==> src/rtl/fse_pkg.sv <==
package fse_pkg;

    parameter int STREAM_CNT_W = 22;
    parameter int WORD_W       = 32;
    parameter int WADDR_W      = 30;

    localparam logic [7:0] OFS_ADDR  = 8'h14;
    localparam logic [7:0] OFS_COUNT = 8'h18;
    localparam logic [7:0] OFS_DATA  = 8'h1C;

    typedef enum logic [1:0] {
        SEL_NONE,
        SEL_ADDR,
        SEL_COUNT,
        SEL_DATA
    } rd_sel_e;

    typedef struct packed {
        logic                    addr_wr;
        logic                    cnt_wr;
        logic                    pop;
        logic [WADDR_W-1:0]      waddr;
        logic [STREAM_CNT_W-1:0] wcnt;
    } reg_cmd_t;

    typedef struct packed {
        logic [WADDR_W-1:0]      waddr;
        logic [STREAM_CNT_W-1:0] cnt;
        logic                    busy;
        logic                    drop;
    } seq_state_t;

    function automatic logic [WORD_W-1:0] to_byte_addr(input logic [WADDR_W-1:0] w);
        return {w, 2'b00};
    endfunction

endpackage

==> src/rtl/fse_fifo.sv <==
module fse_fifo #(
    parameter int DEPTH = 2,
    parameter int W     = 32,
    localparam int PTR_W = (DEPTH > 1) ? $clog2(DEPTH) : 1,
    localparam int LVL_W = $clog2(DEPTH + 1)
) (
    input  logic             clk,
    input  logic             rst,
    input  logic             push,
    input  logic [W-1:0]     push_data,
    input  logic             pop,
    output logic [W-1:0]     head,
    output logic [LVL_W-1:0] level,
    output logic             full,
    output logic             empty
);

    logic [W-1:0]     mem [DEPTH];
    logic [PTR_W-1:0] wr_ptr;
    logic [PTR_W-1:0] rd_ptr;
    logic             do_push;
    logic             do_pop;

    function automatic logic [PTR_W-1:0] ptr_next(input logic [PTR_W-1:0] p);
        return (p == PTR_W'(DEPTH - 1)) ? '0 : p + 1'b1;
    endfunction

    assign empty   = (level == '0);
    assign full    = (level == LVL_W'(DEPTH));
    assign do_pop  = pop && !empty;
    assign do_push = push && (!full || do_pop);
    assign head    = mem[rd_ptr];

    always_ff @(posedge clk) begin
        if (do_push) begin
            mem[wr_ptr] <= push_data;
        end
    end

    always_ff @(posedge clk) begin
        if (rst) begin
            wr_ptr <= '0;
            rd_ptr <= '0;
            level  <= '0;
        end else begin
            if (do_push) begin
                wr_ptr <= ptr_next(wr_ptr);
            end
            if (do_pop) begin
                rd_ptr <= ptr_next(rd_ptr);
            end
            unique case ({do_push, do_pop})
                2'b10:   level <= level + 1'b1;
                2'b01:   level <= level - 1'b1;
                default: level <= level;
            endcase
        end
    end

endmodule

==> src/rtl/fse_regif.sv <==
module fse_regif
    import fse_pkg::*;
#(
    parameter int ADDR_W = 8
) (
    input  logic                    reg_wen,
    input  logic                    reg_ren,
    input  logic [ADDR_W-1:0]       reg_addr,
    input  logic [WORD_W-1:0]       reg_wdata,
    input  logic [WADDR_W-1:0]      cur_waddr,
    input  logic [STREAM_CNT_W-1:0] cur_cnt,
    input  logic [WORD_W-1:0]       fifo_head,
    input  logic                    fifo_empty,
    output reg_cmd_t                cmd,
    output logic [WORD_W-1:0]       reg_rdata
);

    rd_sel_e sel;

    always_comb begin
        if (reg_addr == ADDR_W'(OFS_ADDR)) begin
            sel = SEL_ADDR;
        end else if (reg_addr == ADDR_W'(OFS_COUNT)) begin
            sel = SEL_COUNT;
        end else if (reg_addr == ADDR_W'(OFS_DATA)) begin
            sel = SEL_DATA;
        end else begin
            sel = SEL_NONE;
        end
    end

    always_comb begin
        cmd.addr_wr = reg_wen && (sel == SEL_ADDR);
        cmd.cnt_wr  = reg_wen && (sel == SEL_COUNT);
        cmd.pop     = reg_ren && (sel == SEL_DATA) && !fifo_empty;
        cmd.waddr   = reg_wdata[WORD_W-1:2];
        cmd.wcnt    = reg_wdata[STREAM_CNT_W-1:0];
    end

    always_comb begin
        reg_rdata = '0;
        if (reg_ren) begin
            unique case (sel)
                SEL_ADDR:  reg_rdata = to_byte_addr(cur_waddr);
                SEL_COUNT: reg_rdata = WORD_W'(cur_cnt);
                SEL_DATA:  reg_rdata = fifo_empty ? '0 : fifo_head;
                default:   reg_rdata = '0;
            endcase
        end
    end

endmodule

==> src/rtl/fse_seq.sv <==
module fse_seq
    import fse_pkg::*;
#(
    parameter int DEPTH = 2,
    localparam int LVL_W = $clog2(DEPTH + 1)
) (
    input  logic                    clk,
    input  logic                    rst,
    input  logic                    addr_wr,
    input  logic                    cnt_wr,
    input  logic [WADDR_W-1:0]      waddr_in,
    input  logic [STREAM_CNT_W-1:0] wcnt_in,
    input  logic [LVL_W-1:0]        fifo_level,
    input  logic                    fl_idle,
    input  logic                    fl_gnt,
    input  logic                    fl_rvalid,
    input  logic [WORD_W-1:0]       fl_rdata,
    output logic                    fl_req,
    output logic [WORD_W-1:0]       fl_addr,
    output logic                    push,
    output logic [WORD_W-1:0]       push_data,
    output logic [WADDR_W-1:0]      cur_waddr,
    output logic [STREAM_CNT_W-1:0] cur_cnt,
    output logic                    busy
);

    seq_state_t st;
    logic       accept;
    logic       keep;
    logic       room;
    logic       issue;

    assign accept = fl_rvalid && st.busy;
    assign keep   = accept && !st.drop && !cnt_wr;
    assign room   = (({1'b0, fifo_level}) + (LVL_W + 1)'(st.busy)) < (LVL_W + 1)'(DEPTH);

    assign fl_req    = fl_idle && (st.cnt != '0) && !st.busy && room && !cnt_wr;
    assign issue     = fl_req && fl_gnt;
    assign fl_addr   = to_byte_addr(st.waddr);
    assign push      = keep;
    assign push_data = fl_rdata;
    assign cur_waddr = st.waddr;
    assign cur_cnt   = st.cnt;
    assign busy      = st.busy;

    always_ff @(posedge clk) begin
        if (rst) begin
            st <= '0;
        end else begin
            if (addr_wr) begin
                st.waddr <= waddr_in;
            end else if (keep) begin
                st.waddr <= st.waddr + 1'b1;
            end

            if (cnt_wr) begin
                st.cnt <= wcnt_in;
            end else if (keep && st.cnt != '0) begin
                st.cnt <= st.cnt - 1'b1;
            end

            if (issue) begin
                st.busy <= 1'b1;
            end else if (accept) begin
                st.busy <= 1'b0;
            end

            if (accept) begin
                st.drop <= 1'b0;
            end else if (cnt_wr && st.busy) begin
                st.drop <= 1'b1;
            end
        end
    end

endmodule

==> src/rtl/flash_stream_engine.sv <==
module flash_stream_engine
    import fse_pkg::*;
#(
    parameter int FIFO_DEPTH = 2,
    parameter int ADDR_W     = 8,
    localparam int LVL_W     = $clog2(FIFO_DEPTH + 1)
) (
    input  logic              clk,
    input  logic              rst,
    input  logic              reg_wen,
    input  logic              reg_ren,
    input  logic [ADDR_W-1:0] reg_addr,
    input  logic [31:0]       reg_wdata,
    output logic [31:0]       reg_rdata,
    input  logic              fl_idle,
    output logic              fl_req,
    input  logic              fl_gnt,
    output logic [31:0]       fl_addr,
    input  logic              fl_rvalid,
    input  logic [31:0]       fl_rdata,
    output logic              fifo_full,
    output logic              fifo_empty
);

    reg_cmd_t                cmd;
    logic [WADDR_W-1:0]      cur_waddr;
    logic [STREAM_CNT_W-1:0] stream_cnt;
    logic                    rd_busy;
    logic                    push;
    logic [WORD_W-1:0]       push_data;
    logic [WORD_W-1:0]       fifo_head;
    logic [LVL_W-1:0]        fifo_level;

    fse_regif #(
        .ADDR_W(ADDR_W)
    ) u_regif (
        .reg_wen   (reg_wen),
        .reg_ren   (reg_ren),
        .reg_addr  (reg_addr),
        .reg_wdata (reg_wdata),
        .cur_waddr (cur_waddr),
        .cur_cnt   (stream_cnt),
        .fifo_head (fifo_head),
        .fifo_empty(fifo_empty),
        .cmd       (cmd),
        .reg_rdata (reg_rdata)
    );

    fse_seq #(
        .DEPTH(FIFO_DEPTH)
    ) u_seq (
        .clk       (clk),
        .rst       (rst),
        .addr_wr   (cmd.addr_wr),
        .cnt_wr    (cmd.cnt_wr),
        .waddr_in  (cmd.waddr),
        .wcnt_in   (cmd.wcnt),
        .fifo_level(fifo_level),
        .fl_idle   (fl_idle),
        .fl_gnt    (fl_gnt),
        .fl_rvalid (fl_rvalid),
        .fl_rdata  (fl_rdata),
        .fl_req    (fl_req),
        .fl_addr   (fl_addr),
        .push      (push),
        .push_data (push_data),
        .cur_waddr (cur_waddr),
        .cur_cnt   (stream_cnt),
        .busy      (rd_busy)
    );

    fse_fifo #(
        .DEPTH(FIFO_DEPTH),
        .W    (WORD_W)
    ) u_fifo (
        .clk      (clk),
        .rst      (rst),
        .push     (push),
        .push_data(push_data),
        .pop      (cmd.pop),
        .head     (fifo_head),
        .level    (fifo_level),
        .full     (fifo_full),
        .empty    (fifo_empty)
    );

endmodule

==> config.mk <==
export PLATFORM = sky130hd
export DESIGN_NAME = flash_stream_engine
export DESIGN_NICKNAME = d
export VERILOG_FILES = /design/src/rtl/fse_pkg.sv /design/src/rtl/fse_fifo.sv /design/src/rtl/fse_regif.sv /design/src/rtl/fse_seq.sv /design/src/rtl/flash_stream_engine.sv
export SDC_FILE = /design/constraint.sdc
export NUM_CORES = 1
export LEC_CHECK = 0
export ABC_CLOCK_PERIOD_IN_PS = 4300
export BUFFER_PORTS_ARGS = -buffer_cell sky130_fd_sc_hd__buf_2
export CORE_AREA = 4 4 124 126
export CTS_CLUSTER_SIZE = 12
export DETAILED_ROUTE_END_ITERATION = 16
export DIE_AREA = 0 0 128 130
export GPL_TIMING_DRIVEN = 0
export PLACE_DENSITY = 0.8
export SYNTH_ARGS = -nofsm -noshare
export SYNTH_HDL_FRONTEND = slang
export SYNTH_HIERARCHICAL = 1
export SYNTH_SLANG_ARGS = --single-unit
export TNS_END_PERCENT = 1
==> constraint.sdc <==
create_clock -name clk -period 4.3 [get_ports clk]
set_input_delay 0.215 -clock clk [delete_from_list [all_inputs] [get_ports clk]]
set_output_delay 0.215 -clock clk [all_outputs]
set_load 0.02 [all_outputs]
# After elaboration in Yosys (flattened, before gate mapping)
# Memories as Yosys holds them, arrays and structs flattened. A register that Yosys moved wholly into a read port is not among the register bits.
# Index checks and enable logic that the tools add are counted.
word_totals:
  ff_bits: 58
  mem_bits_rw: 64
  in_bits: 79
  out_inout_bits: 67
  word_cells: 73
  memories: 1
mem_list:
  columns: ["memory", "depth", "width", "rd", "rd_clocked_by_memory_dff", "write_ports", "line", "text"]
  rows:
  - ["u_fifo.mem", 2, 32, 1, 1, 1, "fse_fifo.sv:18", "logic [W-1:0] mem [DEPTH];"]
op_classes:
  addsub: 7
  magnitude_cmp: 1
  eq_ne: 9
  mux: 19
  reduce_logical: 29
op_table:
  columns: ["cell", "count"]
  rows:
  - ["$pmux W32 S3", 1]
  - ["$mux W32", 2]
  - ["$mux W30", 2]
  - ["$mux W22", 2]
  - ["$add A30 B1 Y30 const B", 1]
  - ["$eq A8 B5 Y1 const B", 3]
  - ["$reduce_bool A22 Y1", 1]
  - ["$sub A22 B1 Y22 const B", 1]
  - ["$logic_and A1 B1 Y1", 16]
  - ["$eq A2 B2 Y1 const B", 4]
  - ["$mux W1", 8]
  - ["$reduce_bool A2 Y1", 4]
  - ["$mux W2", 3]
  - ["$logic_not A1 Y1", 5]
  - ["$eq A2 B1 Y1 const B", 2]
  - ["$pmux W2 S2", 1]
  - ["$add A2 B1 Y3", 1]
  - ["$lt A3 B2 Y1 const B", 1]
  - ["$add A1 B1 Y1 const B", 2]
  - ["$add A2 B1 Y2 const B", 1]
  - ["$logic_not A2 Y1", 1]
  - ["$reduce_or A2 Y1", 1]
  - ["$sub A2 B1 Y2 const B", 1]
  - ["$logic_or A1 B1 Y1", 1]

# Depth between registers and ports, before layout
# Gate-level depths: netlist of the first run.
depth:
  depth_word: 12
  depth_mapped: 11

# Cells and area by module
# The synthesis of the first run kept the hierarchy.
by_module_without_submodules:
  columns: ["mod", "instances", "cells_per_inst", "area_per_inst_um2", "seq_area_each_um2"]
  rows:
  - ["fse_seq", 1, 494, 4040.1, 1081.0]
  - ["fse_fifo", 1, 130, 2567.5, 2021.9]
  - ["fse_regif", 1, 198, 1405.1, 0.0]

# Worst setup path after synthesis of the first run
# OpenSTA, ideal clock, no wires.
synth_path:
  path_kind: "input port to flip-flop"
  start: "in reg_addr[2]"
  end: "mem u_fifo.mem[0][0] (enable)"
  setup_ps: 421
  arrival_time_ps: 2889
  t_required_ps: 3879
  path_slack_ps: 990
  cell_stages: 9
  cell_sequence: "buf_2 -> nor2b_1 -> buf_2 -> and3_1 -> nand4bb_1 -> buf_2 -> inv_2 -> o21ai_2 -> nor2_1"
synth_rtl:
  columns: ["element", "line", "text"]
  rows:
  - ["start: declaration", "flash_stream_engine.sv:12", "input logic [ADDR_W-1:0] reg_addr,"]
  - ["end: declaration", "fse_fifo.sv:18", null]

# Worst setup path in the final report of the first run
layout_path:
  start: "reg u_seq.st, in the netlist u_seq/cur_cnt[1]"
  end: "out fl_req"
layout_between:
  elab_chain_cells: 5
layout_rtl:
  columns: ["element", "line", "text"]
  rows:
  - ["start: declaration", "fse_seq.sv:27", "seq_state_t st;"]
  - ["$reduce_bool A22 Y1", "fse_seq.sv:37", "assign fl_req = fl_idle && (st.cnt != '0) && !st.busy && room && !cnt_wr;"]
  - ["$logic_and A1 B1 Y1 (4 in a row)", "fse_seq.sv:37", null]
  - ["end: declaration", "flash_stream_engine.sv:16", "output logic fl_req,"]
# Every way passes these cells.

==> results of run 1 <==
path summary, 6_finish.rpt:
kind / from / to / slack [ns] / cells past startpoint
setup reg to reg: u_fifo/level[1] / u_fifo/mem[0][8] / 1.40 / 6
hold reg to reg: u_fifo/rd_ptr / u_fifo/rd_ptr / 0.50 / 2
setup / recovery: u_seq/cur_cnt[1] / fl_req / 1.26 / 8
hold / removal: reg_wdata[2] / u_seq/cur_waddr[0] / 0.05 / 3
cell type report:
type / count / area [um^2] / area share
multi-input cells: 473 / 3367 / 0.3535
flip-flops and latches: 123 / 3103 / 0.3258
inverters: 17 / 63.81 / 0.006699
clock inverters: 14 / 123.9 / 0.01300
clock buffers: 18 / 429.2 / 0.04505
repair buffers: 110 / 710.7 / 0.07461
well taps: 184 / 230.2 / 0.02417
plain buffers: 210 / 1498 / 0.1572
timing repair:
item / 4_1_cts / 5_1_grt
setup endpoints to repair: 0 / 0
endpoints found under the hold margin: 64 / 0
hold buffers: 32 / 0
tightest hold or removal path, stage by stage:
cell,delay [ns]
sky130_fd_sc_hd__buf_4,0.08
sky130_fd_sc_hd__a21oi_1,0.05
sky130_fd_sc_hd__nor2_1,0.08
kinds of logic (layout without fill, tap and decap cells):
| kind of cell | after synthesis | count (layout) | synth area share |
|---|---|---|---|
| multiplexers | 36 | 36 | 0.05059 |
| AND/OR/NAND/NOR | 266 | 266 | 0.1953 |
| XOR/XNOR | 40 | 40 | 0.04372 |
| flip-flops | 123 | 123 | 0.3873 |
| AO/OA/AOI/OAI | 127 | 127 | 0.1246 |
| adder cells (fa/ha/maj) | 2 | 2 | 0.003123 |
| other | 1 | 2 | 0.0004680 |
| buffers and inverters | 227 | 369 | 0.1949 |
cell usage after synthesis (all sizes together) (6+ instances only):
library cell,n,area [um^2]
a21oi,39,198.9
nand3b,44,330.3
nand2,42,157.7
nor4,9,120.1
nor2,64,240.2
dfxtp,59,1181
buf,188,1403
xnor2,16,140.1
and3,6,37.54
edfxtp,64,1922
nor3,14,80.08
o21ai,7,38.78
nand3,21,105.1
a211oi,33,247.7
mux2,33,375.3
nand4,15,93.84
xor2,24,210.2
nor2b,19,118.9
inv,16,60.06
a2111oi,8,96.35
a31oi,21,256.5
clkbuf,22,95.09
metal layers:
| metal | wire (um) | part of all wire | global-route usage | vias to the layer above |
|---|---|---|---|---|
| met4 | 794 | 0.038 | 0.1180 | 2 |
| met1 | 8629 | 0.41 | 0.3198 | 3018 |
| li1 | - | - | - | 3045 |
| met5 | 13 | 0.00062 | 0 | - |
| met3 | 1698 | 0.081 | 0.06836 | 48 |
| met2 | 9772 | 0.47 | 0.4125 | 277 |
stage by stage:
| step | utilization | setup WS (ns) |
|---|---|---|
| detailed placement | 0.6045 | 1.064 |
| finish | 0.6655 | 1.257 |
| CTS | 0.6655 | 1.312 |
| floorplan | - | 0.9898 |
| global route | 0.6655 | 1.112 |
| global placement | 0.6034 | -0.2323 |
power breakdown:
| part | switching, mW | internal (mW) |
|---|---|---|
| Combinational | 0.0707 | 0.0947 |
| Clock | 0.539 | 0.793 |
| Sequential | 0.00291 | 1.24 |
flip-flops by register name (all words and copies together), names as in the netlist, named ones only:
register         count
u_seq/cur_waddr     30
u_fifo/level         2
u_seq/busy           1
u_fifo/mem          64
u_seq/st             1
u_fifo/rd_ptr        1
u_seq/cur_cnt       22
u_fifo/wr_ptr        1
==> results.rst, run 1 <==
.. list-table::
   :header-rows: 1

   * - Metric
     - Value
   * - Antenna violations before repair
     - 1
   * - Run status
     - complete, no violations
   * - Most used DFF post-synth
     - sky130_fd_sc_hd__edfxtp_1
   * - Average cell area after synthesis
     - around 9.7 um^2
   * - Final critical delay including setup and external delays
     - a little over 3 ns
   * - Most common library cell in the layout ignoring fill and taps
     - sky130_fd_sc_hd__buf_4
   * - Maximum number of pins on one net before global-route repair
     - 33
   * - Delay of the slowest cell on the worst path
     - 0.76 ns
   * - Power after layout
     - 2.736 mW
   * - Count of final hold-check violations
     - 0
   * - Cell mode on critical path
     - sky130_fd_sc_hd__buf_2
   * - Avg Vias per Cell
     - 5.561
   * - DRT Wirelength
     - around 21,000 um
   * - Most frequent cells in the layout
     - sky130_fd_sc_hd__buf_4 (168), sky130_fd_sc_hd__buf_2 (89), sky130_fd_sc_hd__edfxtp_1 (64), sky130_fd_sc_hd__nor2_1 (62), sky130_fd_sc_hd__dfxtp_1 (59)
   * - Critical path endpoint category
     - primary output
   * - Number of input and output port buffers inserted
     - between 70 and 80
   * - Maximum net fanout on the critical path
     - 10
   * - Worst setup SP type
     - flop
   * - Core box area
     - approximately 14,000 um^2
   * - Initial core utilization
     - 0.5598
   * - Critical path's top delay family
     - simple AND/OR/NAND/NOR gates
   * - Vias
     - ~6.4k
   * - Clock slew at reported path FFs
     - 0.06 ns
   * - Critical-path cell with the highest stage delay
     - sky130_fd_sc_hd__nor4b_1
   * - Final period utilization
     - 0.7076
   * - Measured slew at the worst slew-check pin
     - 0.9662 ns
   * - Final setup violating endpoints
     - 0
   * - Number of flip-flops and latches in the synthesized netlist
     - 123
   * - Buffer cell driving the clock tree root
     - sky130_fd_sc_hd__clkbuf_16
   * - Overall global routing resource usage
     - 0.2549
   * - Maximum count of clock buffers along a single path
     - 2
   * - I/O pin total
     - 146
   * - Sum Neg Setup Slack
     - 0 ns
   * - DRT Pass-1 Iters
     - 5
   * - Post-Place Cell Area
     - 8652 um^2
   * - Cells after synthesis
     - 822
   * - Non-filler instance count after layout
     - around 1.1k
   * - Worst skew pair latency
     - 0.42 ns
   * - Crit path cell chain
     - inv_1 > ha_1 > nor4b_1 > and4b_1 > buf_6 > buf_2 > a21oi_1 > buf_2
   * - Global-route wire length before repair
     - 32,550 um
   * - Die W
     - 128 um
   * - Worst EP required
     - approximately 4 ns
   * - Worst vdd ir
     - around 0.26 mV
   * - Pwr Density
     - roughly 290 nW/um^2
   * - Average wire per cell in the routed design
     - roughly 18 um
   * - Final Max Tran Viols
     - 0
   * - # fillers
     - roughly 1.2k
   * - Fmax
     - 328.7 MHz
   * - RSZ-0062 raised after global routing
     - no
   * - Number of enable flip-flop cells after synthesis
     - 64
   * - Crit Path Class
     - flop to primary output
   * - Count of nets after finishing
     - 1,033
   * - Height of the chip
     - 130 um
   * - Post-synth ARST share
     - 0
   * - Worst hold path type
     - input port to flop
   * - Yosys warning count
     - 6
   * - Floorplan die area
     - 16,640 um^2
   * - Synthesized area
     - ~8000 um^2
   * - Residual DRC count
     - 0
   * - Register area share after synthesis
     - 0.3873
   * - Clock skew after layout
     - 0.008278 ns
   * - Standard-cell rows
     - 44
   * - Number of global-route vias before repair
     - just over 6k
   * - CTS Buf Count
     - 17
   * - Leak
     - 3.676 nW
   * - Final HPWL from detailed placement
     - 15,550 um
   * - Remaining antenna violation count after routing
     - 0
   * - Worst hold-check slack
     - 0.04946 ns
   * - Crit path arrival time
     - around 2.8 ns
   * - GP Congestion
     - 0.8968
   * - Layout cells sized above 1
     - 0.3865
   * - CTS tree
     - yes
   * - Area growth from synthesis to final layout
     - 18.88%
   * - Summed area of non-filler cells in the final layout
     - between 9000 and 10,000 um^2
   * - H-tree depth reported by CTS
     - 4
   * - Relative slew margins
     - 0.3505
   * - Count of instances resized after the clock tree is built
     - 0
   * - Antenna fix cells
     - 0
   * - Clock tree sinks
     - 123
   * - Number of instances in the placed design
     - ~1.1k
   * - Overall overflow remaining after global route
     - 0
   * - Max Cap Violations
     - 0
   * - Buf+Inv Stages, Crit Path
     - 4
   * - Detailed router's first-iteration violation count
     - a little under 600
   * - Setup fix buffers added after clock tree synthesis
     - 0
   * - Cell variety after synth
     - 73
No activity file was read; power rests on OpenSTA's default activity.
==> inputs of run 2 (changes only) <==
- ABC_CLOCK_PERIOD_IN_PS: 4300 -> 2800
- clock period: 4.3 -> 2.8 ns (I/O delays scaled with it)
==> run 2 against run 1 <==
  * Register-to-register slack worse by 1.3 ns
  * Utilization increased by 1.6 points
  * Clock skew about the same
  * Largest power group unchanged
  * Die area stayed put
==> results.rst, run 2 (synthesis results as in run 1) <==
.. list-table::
   :header-rows: 1

   * - Metric
     - Value
   * - Maximum number of pins on one net before global-route repair
     - 33 (unchanged)
   * - Power after layout
     - 4.230 mW (was 2.736 mW)
   * - Worst hold-check slack
     - 0.01449 ns (was 0.04946 ns)
   * - Count of final hold-check violations
     - 0 (unchanged)
   * - Non-filler instance count after layout
     - 1,172 (was 1,149)
   * - Measured slew at the worst slew-check pin
     - 0.8965 ns (was 0.9662 ns)
   * - Maximum net fanout on the critical path
     - 16 (was 10)
   * - CTS Buf Count
     - 17 (unchanged)
   * - Most common library cell in the layout ignoring fill and taps
     - sky130_fd_sc_hd__buf_4 (unchanged)
   * - Worst EP required
     - 2.84 ns (was 4.09 ns)
   * - Standard-cell rows
     - 44 (unchanged)
   * - Most flops, register
     - u_fifo/mem (unchanged)
   * - Clock tree sinks
     - 123 (unchanged)
   * - Avg Vias per Cell
     - 5.538 (was 5.561)
   * - Final setup margin
     - 0.05253 ns (was 1.257 ns)
   * - Height of the chip
     - 130 um (unchanged)
   * - Number of global-route vias before repair
     - 6,296 (was 6,127)
   * - Clock skew after layout
     - 0.008538 ns (was 0.008278 ns)
   * - Clock slew at reported path FFs
     - 0.06 ns (about the same)
   * - Antenna violations before repair
     - 1 (unchanged)
   * - # fillers
     - 1,139 (was 1,162)
   * - Post-Place Cell Area
     - 8652 um^2 (unchanged)
   * - Leak
     - 3.768 nW (was 3.676 nW)
   * - Layout cells sized above 1
     - 0.3816 (was 0.3865)
   * - Count of nets after finishing
     - 1,056 (was 1,033)
   * - Most frequent cells in the layout
     - sky130_fd_sc_hd__buf_4 (168), sky130_fd_sc_hd__buf_2 (89), sky130_fd_sc_hd__edfxtp_1 (64), sky130_fd_sc_hd__nor2_1 (62), sky130_fd_sc_hd__dfxtp_1 (59) (unchanged)
   * - Pwr Density
     - 433.6 nW/um^2 (was 287.2 nW/um^2)
   * - H-tree depth reported by CTS
     - 4 (unchanged)
   * - Crit path arrival time
     - 2.79 ns (was 2.83 ns)
   * - Worst setup SP type
     - flop (unchanged)
   * - RSZ-0062 raised after global routing
     - yes (was no)
   * - Initial core utilization
     - 0.5598 (unchanged)
   * - Area growth from synthesis to final layout
     - 21.77% (was 18.88%)
   * - Buffer cell driving the clock tree root
     - sky130_fd_sc_hd__clkbuf_16 (unchanged)
   * - Internal reg-to-reg setup slack
     - 0.05 ns (was 1.40 ns)
   * - Worst slack, placed
     - -0.3613 ns (was 1.064 ns)
   * - Wire length the detailed router placed on met1
     - 8827 um (was 8629 um)
   * - Utilization after layout
     - 0.6816 (was 0.6655)
   * - Final HPWL from detailed placement
     - 15,550 um (unchanged)
   * - Worst vdd ir
     - 0.3986 mV (was 0.2589 mV)
   * - Core box area
     - 14,310 um^2 (unchanged)
   * - Worst hold path type
     - input port to flop (unchanged)
   * - Final Max Tran Viols
     - 0 (unchanged)
   * - Worst skew pair latency
     - 0.42 ns (about the same)
   * - Antenna fix cells
     - 0 (unchanged)
   * - Run status
     - complete, no violations (unchanged)
   * - Critical path endpoint category
     - flop (was primary output)
   * - Met2 wire length
     - 10,010 um (was 9772 um)
   * - Maximum count of clock buffers along a single path
     - 2 (unchanged)
   * - Crit Path Class
     - flop to flop (was flop to primary output)
   * - Global-route wire length before repair
     - 33,250 um (was 32,550 um)
   * - Residual DRC count
     - 0 (unchanged)
   * - I/O pin total
     - 146 (unchanged)
   * - Average wire per cell in the routed design
     - 18.30 um (was 18.20 um)
   * - Fmax
     - 364.0 MHz
   * - Die W
     - 128 um (unchanged)
   * - Overall overflow remaining after global route
     - 0 (unchanged)
   * - DRT Wirelength
     - 21,450 um (was 20,910 um)
   * - CTS tree
     - yes (unchanged)
   * - Final period utilization
     - 0.9812
   * - Number of instances in the placed design
     - 1,085 (unchanged)
   * - Max Cap Violations
     - 0 (unchanged)
   * - Sum Neg Setup Slack
     - 0 ns (unchanged)
   * - Final critical delay including setup and external delays
     - 2.747 ns
   * - DRT Pass-1 Iters
     - 5 (unchanged)
   * - Max FFs per register
     - 64 (unchanged)
   * - Remaining antenna violation count after routing
     - 0 (unchanged)
   * - Final setup violating endpoints
     - 0 (unchanged)
   * - Relative slew margins
     - 0.3973 (was 0.3505)
   * - Vias
     - 6,491 (was 6,390)
   * - Summed area of non-filler cells in the final layout
     - 9757 um^2 (was 9525 um^2)
   * - Setup fix buffers added after clock tree synthesis
     - 0 (unchanged)
   * - Overall global routing resource usage
     - 0.2609 (was 0.2549)
   * - Detailed router's first-iteration violation count
     - 595 (was 583)
   * - Topmost layer with routed signal wires
     - met5 (unchanged)
   * - Floorplan die area
     - 16,640 um^2 (unchanged)
   * - GP Congestion
     - 0.8968 (unchanged)
   * - Number of input and output port buffers inserted
     - 78 (unchanged)
   * - Routed length on met3
     - 1704 um (was 1698 um)
[run 2: cell types whose count changed in the layout (fill, tap and decap cells not counted)]
cell,before,now
sky130_fd_sc_hd__dlygate4sd3_1,32,53
sky130_fd_sc_hd__nor2_2,0,2
sky130_fd_sc_hd__nor2b_1,19,18
sky130_fd_sc_hd__nor2b_2,0,1
sky130_fd_sc_hd__nor4b_1,1,0
sky130_fd_sc_hd__nor4b_2,0,1
[run 2: layout make-up]
class,instances,area [um^2],share of cell area
timing repair buffer,131,920.9,0.09438
tap,184,230.2,0.02360
buffer,210,1498,0.1535
multi-input combinational,475,3388,0.3473
clock inverter,14,123.9,0.01270
clock buffer,18,429.2,0.04399
sequential,123,3103,0.3180
inverter,17,63.81,0.006540
[run 2: critical path: stages (launching register included)]
cell and delay [ns]:
sky130_fd_sc_hd__dfxtp_1 0.50, sky130_fd_sc_hd__nor2_1 0.24, sky130_fd_sc_hd__nor2b_1 0.14, sky130_fd_sc_hd__buf_2 0.22
sky130_fd_sc_hd__nor2b_2 0.32, sky130_fd_sc_hd__o21ai_2 0.22, sky130_fd_sc_hd__nor2_2 0.73
[run 2: path summary, 6_finish.rpt]
path | from | endpoint | cells after the start
worst max-delay path | u_fifo/level[1] | u_fifo/mem[0][23] | 6
worst min-delay path | reg_wdata[5] | u_seq/cur_waddr[3] | 3
worst max register to register | u_fifo/level[1] | u_fifo/mem[0][23] | 6
worst min register to register | u_fifo/rd_ptr | u_fifo/rd_ptr | 2
[run 2: routing by layer]
layer,up-vias,global-route usage
met5,-,0
met4,2,0.1305
met3,58,0.06386
met2,296,0.4224
met1,3051,0.3269
li1,3084,-
[run 2: where the power goes]
group          switching, mW  internal [mW]  total [mW]
combinational          0.117          0.165       0.282
sequential           0.00454           1.90        1.90
clock                  0.828           1.22        2.05
total                  0.950           3.28        4.23
[run 2: repair_timing]
| item | 4_1_cts | 5_1_grt |
|---|---|---|
| gates resized for setup | 2 | 0 |
| pin swaps | 1 | 1 |
| cloned | 1 | 1 |
| endpoints found under the setup margin | 65 | 48 |
| hold buffers | 53 | 0 |
| endpoints found under the hold margin | 92 | 0 |
==> inputs of run 3 (changes only) <==
- CELL_PAD_IN_SITES_DETAIL_PLACEMENT: unset -> 1
- CELL_PAD_IN_SITES_GLOBAL_PLACEMENT: unset -> 2
- CORE_AREA: 4 4 124 126 -> 4 4 157 159
- DIE_AREA: 0 0 128 130 -> 0 0 161 163
- PLACE_DENSITY: 0.8 -> 0.79
- TNS_END_PERCENT: 1 -> 50
==> run 3 against run 2 <==
  * Wire length rose by 17%
  * Register-to-register slack improved by 0.12 ns
  * Final cell count is 11% higher
  * Critical path depth is 2 higher
  * Clock skew down 0.0013 ns
  * Die area grew 58%
  * Combinational power about the same
  * Global-route usage down 6.9 points
  * Via count fell by 1.3%
  * Power is 4.1% higher
  * Fmax increased by 4.6%
  * Clock power up 8%
  * Largest cell class unchanged
==> results.rst, run 3 (synthesis results as in run 1) <==
.. list-table::
   :header-rows: 1

   * - Metric
     - Value
   * - DRT Pass-1 Iters
     - 4 (was 5)
   * - Crit path arrival time
     - 2.93 ns (was 2.79 ns)
   * - Measured slew at the worst slew-check pin
     - 0.9011 ns (was 0.8965 ns)
   * - Final critical delay including setup and external delays
     - 2.625 ns (was 2.747 ns)
   * - Die W
     - 161 um (was 128 um)
   * - Area growth from synthesis to final layout
     - 24.53% (was 21.77%)
   * - R2R Path End
     - u_seq/cur_cnt[17] (was u_fifo/mem[0][23])
   * - Maximum net fanout on the critical path
     - 7 (was 16)
   * - Cell internal power dissipation
     - 3.320 mW (was 3.280 mW)
   * - Remaining antenna violation count after routing
     - 0 (unchanged)
   * - Height of the chip
     - 163 um (was 130 um)
   * - H-tree depth reported by CTS
     - 4 (unchanged)
   * - Internal reg-to-reg setup slack
     - 0.17 ns (was 0.05 ns)
   * - Most common library cell in the layout ignoring fill and taps
     - sky130_fd_sc_hd__buf_4 (unchanged)
   * - Number of global-route vias before repair
     - 6,824 (was 6,296)
   * - Worst slack, placed
     - -0.1773 ns (was -0.3613 ns)
   * - GP Congestion
     - 0.8023 (was 0.8968)
   * - Worst setup SP type
     - flop (unchanged)
   * - Startpoint of the worst-slack reg-to-reg timing path
     - u_seq/cur_cnt[0] (was u_fifo/level[1])
   * - Clock tree sinks
     - 123 (unchanged)
   * - Switching power of the nets
     - 1.085 mW (was 0.9497 mW)
   * - Max Cap Violations
     - 0 (unchanged)
   * - Crit Path Class
     - flop to flop (unchanged)
   * - Worst EP required
     - 3.11 ns (was 2.84 ns)
   * - CTS tree
     - yes (unchanged)
   * - Power after layout
     - 4.405 mW (was 4.230 mW)
   * - Sum Neg Setup Slack
     - 0 ns (unchanged)
   * - Relative slew margins
     - 0.3943 (was 0.3973)
   * - Worst vdd ir
     - 0.3544 mV (was 0.3986 mV)
   * - RSZ-0062 raised after global routing
     - no (was yes)
   * - Worst hold-check slack
     - 0.01418 ns (was 0.01449 ns)
   * - Final period utilization
     - 0.9376 (was 0.9812)
   * - Worst skew pair latency
     - 0.42 ns (about the same)
   * - Buffer cell driving the clock tree root
     - sky130_fd_sc_hd__clkbuf_16 (unchanged)
   * - Clock slew at reported path FFs
     - 0.06 ns (about the same)
   * - Average wire per cell in the routed design
     - 19.20 um (was 18.30 um)
   * - Launch point of the worst hold path
     - reg_wdata[6] (was reg_wdata[5])
   * - Switching Share
     - 0.2463 (was 0.2245)
   * - Maximum count of clock buffers along a single path
     - 2 (unchanged)
   * - Max FFs per register
     - 64 (unchanged)
   * - Core box area
     - 23,260 um^2 (was 14,310 um^2)
   * - DRT Wirelength
     - 25,070 um (was 21,450 um)
   * - Reg2reg path depth
     - 8 (was 6)
   * - Overall global routing resource usage
     - 0.1923 (was 0.2609)
   * - Number of input and output port buffers inserted
     - 78 (unchanged)
   * - Standard-cell rows
     - 56 (was 44)
   * - Detailed router's first-iteration violation count
     - 233 (was 595)
   * - Combinational cell fraction of total power
     - 0.064 (was 0.067)
   * - Layout cells sized above 1
     - 0.3850 (was 0.3816)
   * - Critical path endpoint category
     - flop (unchanged)
   * - Antenna fix cells
     - 0 (unchanged)
   * - Vias
     - 6,406 (was 6,491)
   * - Floorplan die area
     - 26,240 um^2 (was 16,640 um^2)
   * - Maximum number of pins on one net before global-route repair
     - 30 (was 33)
   * - Final Max Tran Viols
     - 0 (unchanged)
   * - Most flops, register
     - u_fifo/mem (unchanged)
   * - Pwr Density
     - 441.4 nW/um^2 (was 433.6 nW/um^2)
   * - Final HPWL from detailed placement
     - 19,080 um (was 15,550 um)
   * - Final setup margin
     - 0.1746 ns (was 0.05253 ns)
   * - I/O pin total
     - 146 (unchanged)
   * - Worst hold path type
     - input port to flop (unchanged)
   * - Avg Vias per Cell
     - 4.905 (was 5.538)
   * - Final setup violating endpoints
     - 0 (unchanged)
   * - Seq pwr share
     - 0.432 (was 0.450)
   * - Clock skew after layout
     - 0.007201 ns (was 0.008538 ns)
   * - End point of the worst hold path
     - u_seq/cur_waddr[4] (was u_seq/cur_waddr[3])
   * - Count of final hold-check violations
     - 0 (unchanged)
   * - Count of nets after finishing
     - 1,055 (was 1,056)
   * - Overall overflow remaining after global route
     - 0 (unchanged)
   * - Leak
     - 3.826 nW (was 3.768 nW)
   * - Share of power burned in the clock network
     - 0.504 (was 0.484)
   * - Antenna violations before repair
     - 0 (was 1)
   * - Global-route wire length before repair
     - 38,890 um (was 33,250 um)
   * - Fmax
     - 380.9 MHz (was 364.0 MHz)
   * - Run status
     - complete, no violations (unchanged)
   * - Initial core utilization
     - 0.3444 (was 0.5598)
   * - Hold path depth
     - 3 (unchanged)
   * - Residual DRC count
     - 0 (unchanged)
   * - Most frequent cells in the layout
     - sky130_fd_sc_hd__buf_4 (168), sky130_fd_sc_hd__buf_2 (89), sky130_fd_sc_hd__edfxtp_1 (64), sky130_fd_sc_hd__nor2_1 (62), sky130_fd_sc_hd__dfxtp_1 (59) (unchanged)
   * - CTS Buf Count
     - 17 (unchanged)
## run 3: layer usage
metal | wire length (um) | global-route usage | share of wire | vias to the layer above
li1 | - | - | - | 3084
met1 | 10760 | 0.2349 | 0.43 | 3146
met2 | 12510 | 0.3365 | 0.50 | 145
met3 | 1286 | 0.04682 | 0.051 | 31
met4 | 516 | 0.05816 | 0.021 | 0
met5 | 0 | 0 | 0 | -
## run 3: what timing repair did
action | CTS | global route
setup endpoints to repair | 1 | 60
setup buffers | 0 | 0
resized for setup | 1 | 2
pin swaps | 0 | 0
hold buffers | 52 | 0
hold endpoints to repair | 90 | 0
## run 3: cell type report
class,count,area (um^2)
clock buffers,17,425.4
plain buffers,210,1498
well taps,319,399.1
flip-flops and latches,123,3103
clock inverters,15,153.9
multi-input cells,473,3385
inverters,17,63.81
repair buffers,132,950.9
fillers,2709,13280
## run 3: how the worst max path moves through the flow
stage | from | endpoint | cells after the start
floorplan | reg_addr[2] | u_fifo/mem[0][0] | 9
global placement | reg_addr[2] | u_fifo/mem[1][8] | 9
detailed placement | reg_addr[2] | u_seq/cur_cnt[15] | 11
CTS | u_fifo/level[1] | u_fifo/mem[0][7] | 7
global route | u_seq/cur_cnt[0] | u_seq/cur_cnt[17] | 8
finish | u_seq/cur_cnt[0] | u_seq/cur_cnt[17] | 8
## run 3: per-stage QoR
stage	std cells	instance area, um^2	utilization
after detailed placement	1222	8861	0.3809
final	1306	9978	0.4289
after floorplan	823	8016	-
after global placement	1220	8806	0.3786
after global routing	1306	9978	0.4289
after CTS	1306	9967	0.4285
## run 3: power by group through the flow
stage	combinational (mW)	clock [mW]	sequential (mW)
5_1_grt	0.308	2.36	1.90
6_report	0.284	2.22	1.90
2_1_floorplan	0.166	0	1.94
4_1_cts	0.286	2.27	1.90
3_3_place_gp	0.218	0	1.94
3_5_place_dp	0.224	0	1.94
## run 3: worst max-delay path, stage by stage, from the launching register on
cell and delay, ns:
sky130_fd_sc_hd__dfxtp_1 0.44, sky130_fd_sc_hd__inv_1 0.08, sky130_fd_sc_hd__ha_1 0.28, sky130_fd_sc_hd__nor4b_4 0.19
sky130_fd_sc_hd__and4b_1 0.23, sky130_fd_sc_hd__buf_6 0.14, sky130_fd_sc_hd__a2111oi_2 0.72, sky130_fd_sc_hd__nor3_1 0.10
sky130_fd_sc_hd__a2111oi_1 0.33
